<file path="config.mk">
export PLATFORM = sky130hd
export DESIGN_NAME = wbd_downsizer
export DESIGN_NICKNAME = d
export VERILOG_FILES = /design/src/rtl/wbd_pkg.sv /design/src/rtl/wbd_sel_decode.sv /design/src/rtl/wbd_wr_lane.sv /design/src/rtl/wbd_rd_lane.sv /design/src/rtl/wbd_err_resp.sv /design/src/rtl/wbd_downsizer.sv
export SDC_FILE = /design/constraint.sdc
export NUM_CORES = 1
export LEC_CHECK = 0
export ABC_AREA = 1
export BUFFER_PORTS_ARGS = -buffer_cell sky130_fd_sc_hd__buf_2
export CORE_AREA = 2 2 61 63
export CTS_CLUSTER_DIAMETER = 30
export CTS_CLUSTER_SIZE = 10
export DETAILED_ROUTE_END_ITERATION = 12
export DIE_AREA = 0 0 63 65
export PLACE_DENSITY = 0.79
export SLEW_MARGIN = 20
export SYNTH_ARGS = -nofsm -noshare
export SYNTH_HDL_FRONTEND = slang
export SYNTH_SLANG_ARGS = --single-unit
</file>
<file path="constraint.sdc">
create_clock -name clk_i -period 0.9 [get_ports clk_i]
set_input_delay 0.18 -clock clk_i [delete_from_list [all_inputs] [get_ports clk_i]]
set_output_delay 0.18 -clock clk_i [all_outputs]
set_load 0.05 [all_outputs]
</file>
<file path="src/rtl/wbd_pkg.sv">
package wbd_pkg;
  typedef enum logic {
    ENDIAN_LITTLE = 1'b0,
    ENDIAN_BIG    = 1'b1
  } endian_e;
endpackage

</file>
<file path="src/rtl/wbd_sel_decode.sv">
module wbd_sel_decode
  import wbd_pkg::*;
#(
  parameter int      LANES  = 4,
  parameter int      OFF_W  = 2,
  parameter endian_e ENDIAN = ENDIAN_LITTLE
) (
  input  logic [LANES-1:0] sel_i,
  output logic [OFF_W-1:0] off_o,
  output logic             one_hot_o
);
  logic [LANES-1:0] sel_ord;

  // lane order reversal is the only difference between the two numberings
  generate
    if (ENDIAN == ENDIAN_BIG) begin : g_big
      for (genvar k = 0; k < LANES; k++) begin : g_rev
        assign sel_ord[k] = sel_i[LANES-1-k];
      end
    end else begin : g_little
      assign sel_ord = sel_i;
    end
  endgenerate

  always_comb begin
    off_o = '0;
    for (int k = 0; k < LANES; k++) begin
      if (sel_ord[k]) off_o = off_o | OFF_W'(k);
    end
  end

  assign one_hot_o = (sel_i != '0) && ((sel_i & (sel_i - LANES'(1))) == '0);
endmodule

</file>
<file path="src/rtl/wbd_wr_lane.sv">
module wbd_wr_lane #(
  parameter int LANES    = 4,
  parameter int NARROW_W = 8,
  localparam int WIDE_W  = LANES * NARROW_W
) (
  input  logic [LANES-1:0]    sel_i,
  input  logic [WIDE_W-1:0]   wide_i,
  output logic [NARROW_W-1:0] narrow_o
);
  always_comb begin
    narrow_o = '0;
    for (int k = 0; k < LANES; k++) begin
      if (sel_i[k]) narrow_o = narrow_o | wide_i[k*NARROW_W +: NARROW_W];
    end
  end
endmodule

</file>
<file path="src/rtl/wbd_rd_lane.sv">
module wbd_rd_lane #(
  parameter int LANES    = 4,
  parameter int NARROW_W = 8,
  localparam int WIDE_W  = LANES * NARROW_W
) (
  input  logic [LANES-1:0]    sel_i,
  input  logic [NARROW_W-1:0] narrow_i,
  output logic [WIDE_W-1:0]   wide_o
);
  generate
    for (genvar k = 0; k < LANES; k++) begin : g_lane
      assign wide_o[k*NARROW_W +: NARROW_W] = sel_i[k] ? narrow_i : '0;
    end
  endgenerate
endmodule

</file>
<file path="src/rtl/wbd_err_resp.sv">
module wbd_err_resp (
  input  logic clk_i,
  input  logic rst_ni,
  input  logic req_i,
  input  logic sel_ok_i,
  output logic err_o
);
  logic err_q;

  // one-cycle pulse; master is expected to drop stb after it
  always_ff @(posedge clk_i or negedge rst_ni) begin
    if (!rst_ni) err_q <= 1'b0;
    else         err_q <= req_i & ~sel_ok_i & ~err_q;
  end

  assign err_o = err_q;
endmodule

</file>
<file path="src/rtl/wbd_downsizer.sv">
module wbd_downsizer
  import wbd_pkg::*;
#(
  parameter int      ADDR_W   = 32,
  parameter int      WIDE_W   = 32,
  parameter int      NARROW_W = 8,
  parameter endian_e ENDIAN   = ENDIAN_LITTLE,
  localparam int     LANES    = WIDE_W / NARROW_W,
  localparam int     OFF_W    = $clog2(LANES)
) (
  input  logic                clk_i,
  input  logic                rst_ni,
  input  logic [ADDR_W-1:0]   m_adr_i,
  input  logic [WIDE_W-1:0]   m_dat_i,
  input  logic [LANES-1:0]    m_sel_i,
  input  logic                m_we_i,
  input  logic                m_cyc_i,
  input  logic                m_stb_i,
  output logic [WIDE_W-1:0]   m_dat_o,
  output logic                m_ack_o,
  output logic                m_err_o,
  output logic [ADDR_W-1:0]   s_adr_o,
  output logic [NARROW_W-1:0] s_dat_o,
  output logic                s_we_o,
  output logic                s_cyc_o,
  output logic                s_stb_o,
  input  logic [NARROW_W-1:0] s_dat_i,
  input  logic                s_ack_i
);
  logic [OFF_W-1:0] off;
  logic             sel_ok;
  logic             unused_adr_lo;

  assign unused_adr_lo = ^m_adr_i[OFF_W-1:0];

  wbd_sel_decode #(
    .LANES (LANES),
    .OFF_W (OFF_W),
    .ENDIAN(ENDIAN)
  ) i_sel_decode (
    .sel_i    (m_sel_i),
    .off_o    (off),
    .one_hot_o(sel_ok)
  );

  wbd_wr_lane #(
    .LANES   (LANES),
    .NARROW_W(NARROW_W)
  ) i_wr_lane (
    .sel_i   (m_sel_i),
    .wide_i  (m_dat_i),
    .narrow_o(s_dat_o)
  );

  wbd_rd_lane #(
    .LANES   (LANES),
    .NARROW_W(NARROW_W)
  ) i_rd_lane (
    .sel_i   (m_sel_i),
    .narrow_i(s_dat_i),
    .wide_o  (m_dat_o)
  );

  wbd_err_resp i_err_resp (
    .clk_i   (clk_i),
    .rst_ni  (rst_ni),
    .req_i   (m_cyc_i & m_stb_i),
    .sel_ok_i(sel_ok),
    .err_o   (m_err_o)
  );

  assign s_adr_o = {m_adr_i[ADDR_W-1:OFF_W], off};
  assign s_cyc_o = m_cyc_i;
  assign s_we_o  = m_we_i;
  assign s_stb_o = m_stb_i & sel_ok;
  assign m_ack_o = s_ack_i & sel_ok;
endmodule

</file>
==> flow_summary.yaml, run 1 <==
outcome:
  result_of_the_run: "complete, but fails checks"
  failing_checks: "negative setup slack"
worst_setup_path:
  cpMostUsedCell: "sky130_fd_sc_hd__nand2_4"
  worst_setup_sp_type: "input port"
  worst-path-max-fanout: 6
  path_buf_inv: 3
  timing.critical_path.cells: "buf_12 > clkinv_8 > nand2_4 > nand2_4 > nand3_4 > nor2_4 > buf_8"
  timing_worst_setup_path_type: "in -> out"
  worst_setup_path_end_kind: "output pin"
  worst_path_largest_cell_delay_ns: 0.15
  worst_path_dominant_cell_family: "simple AND/OR/NAND/NOR gates"
  worstSetupStartpoint: "m_sel_i[1]"
  crit_reg_reg_startpoint: "i_err_resp.err_o"
  worst_ep_required_time_ns: 0.72
  slowest_stage_cell_on_the_critical_path: "sky130_fd_sc_hd__buf_8"
  crit_arrival_ns: 0.82
sta:
  finalMaxSlewViolations: 0
  grt_setup_unrepaired: "yes"
  finalSetupTns_ns: -1.39
  period_share_pct: 111
  achievable-frequency_ghz: 0.999
  holdWs_ns: 0.360
  finalSetupViolations: 28
  fin_worst_skew_ns: 0
  final.setup.worst_slack_ns: -0.101
  finalHoldViolations: 0
  timing.max_slew.rel_slack_pct: 83.6
  worst-slew-pin-transition_ns: 0.248
  post-route-min-period_ns: 1.00
layout:
  design.final.nets: 316
  leading_cell_type_in_the_layout_fill_and_taps_excluded: "sky130_fd_sc_hd__buf_2"
  area_delta_synth_final_pct: 106
  antenna_cells: 0
  largest_reg_flops: 1
  mostFrequentLayoutCells: "sky130_fd_sc_hd__buf_2, sky130_fd_sc_hd__nand2_1, sky130_fd_sc_hd__buf_6"
  filler_cell_count: 341
  finalInstanceArea_sq_um: 1780
  multi_input_comb_area_sq_um: 533
  drive_above_1_share_pct: 71.6
  ff_latch_area_sq_um: 26.3
pwr:
  power.net_switching_mw: 0.789
  power_report.internal_total_mw: 0.531
  power.ir.vdd_worst_uv: 371
  leakagePower_nw: 0.977
  power_density_nw_per_um2: 742
  switching_share_pct: 59.8
  power_share_of_the_clock_group_pct: 0
  power.combinational.fraction_pct: 96.2
  power.share.sequential_pct: 3.8
  total_power_mw: 1.32
place:
  dp_worst_setup_slack_ns: -0.284
  detailedPlacementHpwl_microns: 2310
  place.gp.congestion: 0.779
  count_of_port_buffers_added_during_placement: 94
  placed_cell_area_sq_um: 1270
routing:
  total_length_of_routed_wires_microns: 3260
  drt_first_iter_violations: 26
  drc: 0
  route.antenna.remaining_nets: 0
  viasPerCell: 4.21
  routed_wire_length_per_instance_microns: 11.6
  first_pass_iters: 4
  routed-via-count: 1180
grt:
  grtUsageMet3_pct: 2.08
  global_route_usage_over_all_layers_pct: 14.2
  grt_overflow: 0
  grt_pass1_wl_microns: 4770
  antenna_found_initial: 0
  grt_start_max_net_pins: 12
  via_count_of_the_first_global_routing_pass: 1120
  grt-busiest-layer: "met2"
  grt.met1_usage_pct: 13.0
  met2_usage_pct: 31.4
die:
  io_pins: 159
  die_area_sq_um: 4100
  fp.dieW_microns: 63
  chip_height_microns: 65
  floorplan.rows: 22
  initial_utilization_pct: 24.7
  core_sq_um: 3500
cts:
  clk_latency_ns: 0
logic_synthesis:
  netlist_area_sq_um: 862
  synthesis.yosys.warnings: 0
  synth-xor-area-share_pct: 0
  synth-compound-area-share_pct: 0
  yosys-mux-area-fraction_pct: 0
  synth_seq_area_share_pct: 2.90
  synth.lib_cells_used.distinct: 12
  postSynthCellCount: 169
  synthesis.nets: 251
  synthesis.area_per_instance_sq_um: 5.10
  synth_top_family_by_area: "buffers and inverters"
  post_synth_simple_gate_area_pct: 42.5
  synthAdderAreaFrac_pct: 0
  ys_ff_latch: 1
min_path:
  hold_class: "in -> out"
  min-delay-start: "m_adr_i[14]"
run:
  cap_violations: 0
## Yosys cell counts
| master | n | area, sq um |
|---|---|---|
| sky130_fd_sc_hd__nand2_1 | 72 | 270 |
| sky130_fd_sc_hd__nand2_2 | 1 | 6.26 |
| sky130_fd_sc_hd__nand3_2 | 1 | 10.0 |
| sky130_fd_sc_hd__nand2_4 | 1 | 11.3 |
| sky130_fd_sc_hd__inv_1 | 36 | 135 |
| sky130_fd_sc_hd__dfrtp_1 | 1 | 25.0 |
| sky130_fd_sc_hd__inv_6 | 1 | 8.76 |
| sky130_fd_sc_hd__buf_4 | 36 | 270 |
| sky130_fd_sc_hd__nand4_1 | 8 | 50.1 |
| sky130_fd_sc_hd__buf_6 | 4 | 45.0 |
| sky130_fd_sc_hd__nor2_1 | 5 | 18.8 |
| sky130_fd_sc_hd__inv_2 | 3 | 11.3 |
## stage by stage
stage / cells / utilization (%)
after floorplan: 169 / -
after global placement: 279 / 36.5
after global routing: 280 / 50.9
final: 280 / 50.9
after detailed placement: 279 / 36.5
after CTS: 280 / 47.0
## layer usage
layer / share of wire [%] / wire length [microns] / up-vias
li1: - / - / 575
met1: 34 / 1120 / 522
met2: 55 / 1800 / 69
met3: 8.2 / 269 / 14
met4: 2.5 / 80 / 0
met5: 0 / 0 / -
## power groups by stage
stage,Sequential [mW],Combinational (mW),Clock [mW]
detailed placement,0.0502,0.980,0
finish,0.0501,1.27,0
global route,0.0504,1.33,0
global placement,0.0501,0.973,0
CTS,0.0502,1.19,0
floorplan,0.0603,1.09,0
## logic make-up (layout without fill, tap and decap cells)
| kind of cell | count (synthesis) | count (layout) |
|---|---|---|
| AND/OR/NAND/NOR | 88 | 88 |
| buffers and inverters | 80 | 143 |
| flip-flops | 1 | 1 |
## repair_timing
item / CTS / global route
endpoints found under the hold margin: 1 / 0
setup endpoints to repair: 42 / 39
pin swaps: 12 / 8
resized for setup: 115 / 41
setup buffers: 0 / 0
hold buffers: 1 / 0
## area by class of cell
cell class                      instances  area share [%]
Multi-Input combinational cell         88            30.0
Tap cell                               48            3.38
Sequential cell                         1            1.48
Timing Repair Buffer                  103            51.8
Inverter                               40            13.4
## worst paths after layout
check	depth (start not counted)	end	slack [ns]
hold reg to reg	3	i_err_resp.err_o	0.50
setup reg to reg	3	i_err_resp.err_o	0.25
max in group asynchronous	2	i_err_resp.err_o	0.30
hold / removal	0	s_adr_o[14]	0.36
min in group asynchronous	2	i_err_resp.err_o	0.50
setup / recovery	7	s_stb_o	-0.10
(Power assumes the default switching activity.)
==> inputs of run 2 (changes only) <==
Settings changed: ABC_AREA 1 to default, PLACE_DENSITY 0.79 to 0.76.
==> flow_summary.yaml, run 2 <==
worst_setup_path:
  reg2regPathDepth: 1
  worst_setup_path_end_kind: "output pin"
  rr_endpoint: "i_err_resp.err_o"
  worst-path-max-fanout: 5
  worstSetupStartpoint: "m_sel_i[3]"
  worst_setup_sp_type: "input port"
  timing_worst_setup_path_type: "in -> out"
  crit_arrival_ns: 1.06
  worst_ep_required_time_ns: 0.72
  r2r_slack_ns: 0.23
  crit_reg_reg_startpoint: "i_err_resp.err_o"
sta:
  finalHoldViolations: 0
  finalSetupViolations: 36
  post-route-min-period_ns: 1.24
  finalMaxSlewViolations: 0
  holdWs_ns: 0.360
  final.setup.worst_slack_ns: -0.344
  timing.max_slew.rel_slack_pct: 76.4
  period_share_pct: 138
  achievable-frequency_ghz: 0.804
  fin_worst_skew_ns: 0
  worst-slew-pin-transition_ns: 0.354
  grt_setup_unrepaired: "yes"
logic_synthesis:
  yosys-mux-area-fraction_pct: 0
  synth_seq_area_share_pct: 3.33
  yosys.area.top_type_share_pct: 33.9
  synth.lib_cells_used.distinct: 15
  ys_dominant_reg_cell: "sky130_fd_sc_hd__dfrtp_1"
  yosys-top-cells-count: "sky130_fd_sc_hd__buf_4, sky130_fd_sc_hd__and2_1, sky130_fd_sc_hd__a22oi_1"
  post_synth_simple_gate_area_pct: 38.9
  synthAdderAreaFrac_pct: 0
  synth-xor-area-share_pct: 1.16
  postSynthCellCount: 107
  synth_top_cell_by_area: "sky130_fd_sc_hd__buf_4"
  synth-compound-area-share_pct: 17.6
  synthesis.nets: 189
  yosys.cell_count.top_type: "sky130_fd_sc_hd__buf_4"
  synth_top_family_by_area: "simple AND/OR/NAND/NOR gates"
  ys_top_cells_by_area: "sky130_fd_sc_hd__buf_4, sky130_fd_sc_hd__and2_1, sky130_fd_sc_hd__a22oi_1, sky130_fd_sc_hd__nand2_1, sky130_fd_sc_hd__dfrtp_1"
  postSynth.asyncResetShare_pct: 100
  netlist_area_sq_um: 752
  ys_ff_latch: 1
  synthesis.yosys.warnings: 0
  synth-edff-count: 0
  synthesis.area_per_instance_sq_um: 7.03
routing:
  routed-via-count: 1012
  routed_wire_length_per_instance_microns: 14.8
  drc: 0
  route.antenna.remaining_nets: 0
  total_length_of_routed_wires_microns: 3410
  first_pass_iters: 2
  drt_first_iter_violations: 4
  viasPerCell: 4.38
min_path:
  worstHoldPathCells: 0
  hold_class: "in -> out"
  min-delay-start: "m_adr_i[12]"
  min_delay_worst_endpoint: "s_adr_o[12]"
grt:
  grt_pass1_wl_microns: 5240
  grt_overflow: 0
  global_route_usage_over_all_layers_pct: 15.9
  via_count_of_the_first_global_routing_pass: 1080
  grt_start_max_net_pins: 8
  antenna_found_initial: 0
outcome:
  result_of_the_run: "complete, but fails checks"
  failing_checks: "negative setup slack"
pwr:
  power.ir.vdd_worst_uv: 429
  leakagePower_nw: 0.939
  power_density_nw_per_um2: 761
layout:
  mostFrequentLayoutCells: "sky130_fd_sc_hd__buf_2, sky130_fd_sc_hd__buf_6, sky130_fd_sc_hd__and2_4"
  antenna_cells: 0
  design.final.nets: 267
  drive_above_1_share_pct: 97.3
  finalInstanceArea_sq_um: 1930
  area_delta_synth_final_pct: 157
  leading_cell_type_in_the_layout_fill_and_taps_excluded: "sky130_fd_sc_hd__buf_2"
  largest_reg_flops: 1
  fin_util_pct: 55.3
run:
  cap_violations: 0
die:
  core_sq_um: 3500
  fp.dieW_microns: 63
  io_pins: 159
  initial_utilization_pct: 21.5
  die_area_sq_um: 4100
  chip_height_microns: 65
  floorplan.rows: 22
place:
  placed_cell_area_sq_um: 1200
  count_of_port_buffers_added_during_placement: 94
  place.gp.congestion: 0.673
  detailedPlacementHpwl_microns: 2210
cts:
  clk_latency_ns: 0
run 2: kinds of logic after synthesis:
kind of cell,Yosys count
buffers and inverters,40
DFF,1
xor gates and xnor gates,1
and+or+nand+nor,48
AOI/OAI and AO/OA,17
run 2: repair_timing:
action,4_1_cts,5_1_grt
pin swaps,14,17
endpoints found under the hold margin,1,0
hold buffers,1,0
buffers inserted,4,8
endpoints found under the setup margin,45,32
cloned,4,0
gates resized for setup,145,23
run 2: worst max-delay path by stage:
stage	end	cells after the start	slack [ns]
finish	m_ack_o	5	-0.34
global route	s_stb_o	5	-0.36
CTS	m_ack_o	5	-0.36
detailed placement	m_ack_o	5	-0.49
global placement	m_ack_o	5	-0.47
floorplan	m_ack_o	4	-0.26
run 2: metrics by stage:
stage | worst slack (ns) | setup TNS (ns) | cells | power (mW)
3_5_place_dp | -0.493 | -10.27 | 217 | 1.04
5_1_grt | -0.364 | -6.41 | 231 | 1.53
2_1_floorplan | -0.260 | -2.19 | 107 | 1.16
6_report | -0.344 | -5.60 | 231 | 1.47
4_1_cts | -0.362 | -5.00 | 226 | 1.41
3_3_place_gp | -0.470 | -9.79 | 217 | 1.03
run 2: worst max-delay path: stages:
cell and delay [ns]:
sky130_fd_sc_hd__buf_12 0.12, sky130_fd_sc_hd__xor2_4 0.18, sky130_fd_sc_hd__a211oi_4 0.35, sky130_fd_sc_hd__nor2b_4 0.07, sky130_fd_sc_hd__buf_6 0.16
run 2: final cells by class:
cell class | count | area, sq um
multi-input combinational | 66 | 678
fill | 292 | 1560
sequential | 1 | 25.0
tap | 48 | 60.1
timing repair buffer | 116 | 1170
run 2: power breakdown:
| part | total (mW) | internal, mW | leakage, nW | switching, mW |
|---|---|---|---|---|
| combinational | 1.42 | 0.664 | 0.925 | 0.756 |
| clock | 0 | 0 | 0 | 0 |
| sequential | 0.0501 | 0.0486 | 0.0133 | 0.00148 |
run 2: layer usage:
metal | vias to the layer above | share of wire [%] | global-route usage (%)
met2 | 64 | 57 | 32.3
met1 | 462 | 33 | 17.6
met5 | - | 0 | 0
li1 | 478 | - | -
met3 | 8 | 8.2 | 2.43
met4 | 0 | 0.94 | 1.94
==> inputs of run 3 (changes only) <==
Settings changed: PLACE_DENSITY 0.76 to 0.75, SETUP_SLACK_MARGIN from default to 0.5, SYNTH_HIERARCHICAL from default to 1.
==> flow_summary.yaml, run 3 <==
layout:
  area_delta_synth_final_pct: 163
  stdcell_count: 227
  mostFrequentLayoutCells: "sky130_fd_sc_hd__buf_2, sky130_fd_sc_hd__buf_8, sky130_fd_sc_hd__and2_4"
  design.final.nets: 263
  finalInstanceArea_sq_um: 1950
  leading_cell_type_in_the_layout_fill_and_taps_excluded: "sky130_fd_sc_hd__buf_2"
  drive_above_1_share_pct: 98.9
  antenna_cells: 0
  largest_reg_flops: 1
  fin_util_pct: 55.7
  filler_cell_count: 303
die:
  floorplan.rows: 22
  initial_utilization_pct: 21.2
  die_area_sq_um: 4100
  fp.dieW_microns: 63
  io_pins: 159
  core_sq_um: 3500
  chip_height_microns: 65
logic_synthesis:
  synth-edff-count: 0
  synthesis.yosys.warnings: 6
  postSynth.asyncResetShare_pct: 100
  ys_top_cells_by_area: "sky130_fd_sc_hd__buf_4, sky130_fd_sc_hd__and2_1, sky130_fd_sc_hd__a22oi_1, sky130_fd_sc_hd__buf_6, sky130_fd_sc_hd__nand2_1"
  synthesis.nets: 185
  netlist_area_sq_um: 741
  synth.lib_cells_used.distinct: 13
  yosys.cell_count.top_type: "sky130_fd_sc_hd__and2_1"
  synth_top_cell_by_area: "sky130_fd_sc_hd__buf_4"
  yosys-top-cells-count: "sky130_fd_sc_hd__and2_1, sky130_fd_sc_hd__buf_4, sky130_fd_sc_hd__a22oi_1"
  postSynthCellCount: 103
  ys_ff_latch: 1
  ys_dominant_reg_cell: "sky130_fd_sc_hd__dfrtp_1"
  synth_seq_area_share_pct: 3.38
  yosys.area.top_type_share_pct: 32.4
  synthesis.area_per_instance_sq_um: 7.19
routing:
  total_length_of_routed_wires_microns: 3510
  first_pass_iters: 4
  viasPerCell: 4.52
  routed_wire_length_per_instance_microns: 15.4
  routed-via-count: 1027
  drt_first_iter_violations: 9
  route.antenna.remaining_nets: 0
  drc: 0
worst_setup_path:
  cpMostUsedCell: "sky130_fd_sc_hd__buf_8"
  worst_ep_required_time_ns: 0.72
  timing.critical_path.cells: "buf_8 > or4b_4 > o311ai_4 > and2_4 > buf_8"
  worst_path_largest_cell_delay_ns: 0.54
  worst_setup_sp_type: "input port"
  slowest_stage_cell_on_the_critical_path: "sky130_fd_sc_hd__or4b_4"
  worst_setup_path_end_kind: "output pin"
  worst-path-max-fanout: 4
  crit_arrival_ns: 1.28
  timing_worst_setup_path_type: "in -> out"
grt:
  grt_start_max_net_pins: 19
  grt_overflow: 0
  global_route_usage_over_all_layers_pct: 15.8
  antenna_found_initial: 0
  via_count_of_the_first_global_routing_pass: 1044
  grt_pass1_wl_microns: 5260
sta:
  post-route-min-period_ns: 1.46
  finalMaxSlewViolations: 0
  finalHoldViolations: 1
  finalSetupViolations: 37
  timing.max_slew.rel_slack_pct: 80.4
  achievable-frequency_ghz: 0.684
  worst-slew-pin-transition_ns: 0.293
  final.setup.worst_slack_ns: -0.562
  holdWs_ns: -0.0453
  grt_setup_unrepaired: "yes"
  fin_worst_skew_ns: 0
  period_share_pct: 162
outcome:
  failing_checks: "negative hold slack, negative setup slack"
  result_of_the_run: "complete, but fails checks"
place:
  place_inst: 219
  detailedPlacementHpwl_microns: 2260
  count_of_port_buffers_added_during_placement: 94
  place.gp.congestion: 0.663
  placed_cell_area_sq_um: 1320
run:
  cap_violations: 0
pwr:
  power_density_nw_per_um2: 774
  power.ir.vdd_worst_uv: 371
  leakagePower_nw: 0.963
cts:
  clk_latency_ns: 0
  clkSlewWorstSetupHoldPaths_ns: 0
min_path:
  hold_class: "in -> async"
## run 3: final timing paths
check,start,endpoint,slack [ns],cells after the start
worst max-delay path,m_sel_i[3],m_ack_o,-0.56,5
worst min-delay path,rst_ni,i_err_resp/err_o,-0.05,1
worst max register to register,i_err_resp/err_o,i_err_resp/err_o,0.24,1
worst min register to register,i_err_resp/err_o,i_err_resp/err_o,0.46,1
max in group asynchronous,rst_ni,i_err_resp/err_o,0.85,1
min in group clk_i,m_adr_i[26],s_adr_o[26],0.36,0
## run 3: cell families after synthesis
family / synth area share [%]
xor gates and xnor gates: 1.18
and+or+nand+nor: 39.7
AOI/OAI and AO/OA: 18.1
buffers and inverters: 37.7
DFF: 3.38
## run 3: report_power, final
group	internal [mW]	switching, mW	total [mW]
Combinational	0.687	0.769	1.46
Clock	0	0	0
Sequential	0.0492	0.00335	0.0526
## run 3: repair_timing
action / 4_1_cts / 5_1_grt
buffers inserted: 3 / 1
gates cloned: 3 / 1
endpoints found under the hold margin: 1 / 1
resized for setup: 124 / 16
pin swaps: 22 / 17
setup endpoints to repair: 47 / 47
## run 3: layer usage
metal / up-vias / global-route usage [%] / wire [microns]
met3: 14 / 4.69 / 345
met2: 79 / 30.1 / 1840
met5: - / 0 / 0
met1: 467 / 16.8 / 1240
met4: 0 / 4.44 / 85
li1: 467 / - / -
## run 3: cell type report
type	count	area (sq um)	area share [%]
sequential	1	26.3	1.35
multi-input combinational	66	687	35.3
tap	48	60.1	3.08
timing repair buffer	112	1170	60.3
## run 3: per-stage QoR
step                      setup WS, ns  power [mW]  setup TNS [ns]  hold slack, ns
after CTS                       -0.562        1.45           -9.29         -0.0449
after detailed placement        -0.684        1.12          -13.07         -0.0442
after global routing            -0.591        1.57          -10.32         -0.0353
final                           -0.562        1.51           -9.42         -0.0453
after global placement          -0.682        1.11          -12.79         -0.0455
after floorplan                 -0.383        1.39          -0.885          -0.116
## run 3: worst max-delay path, delay by kind of cell
family,cells,cell delay (ns)
simple gates,2,0.74
buf+inv,2,0.24
compound gates,1,0.12
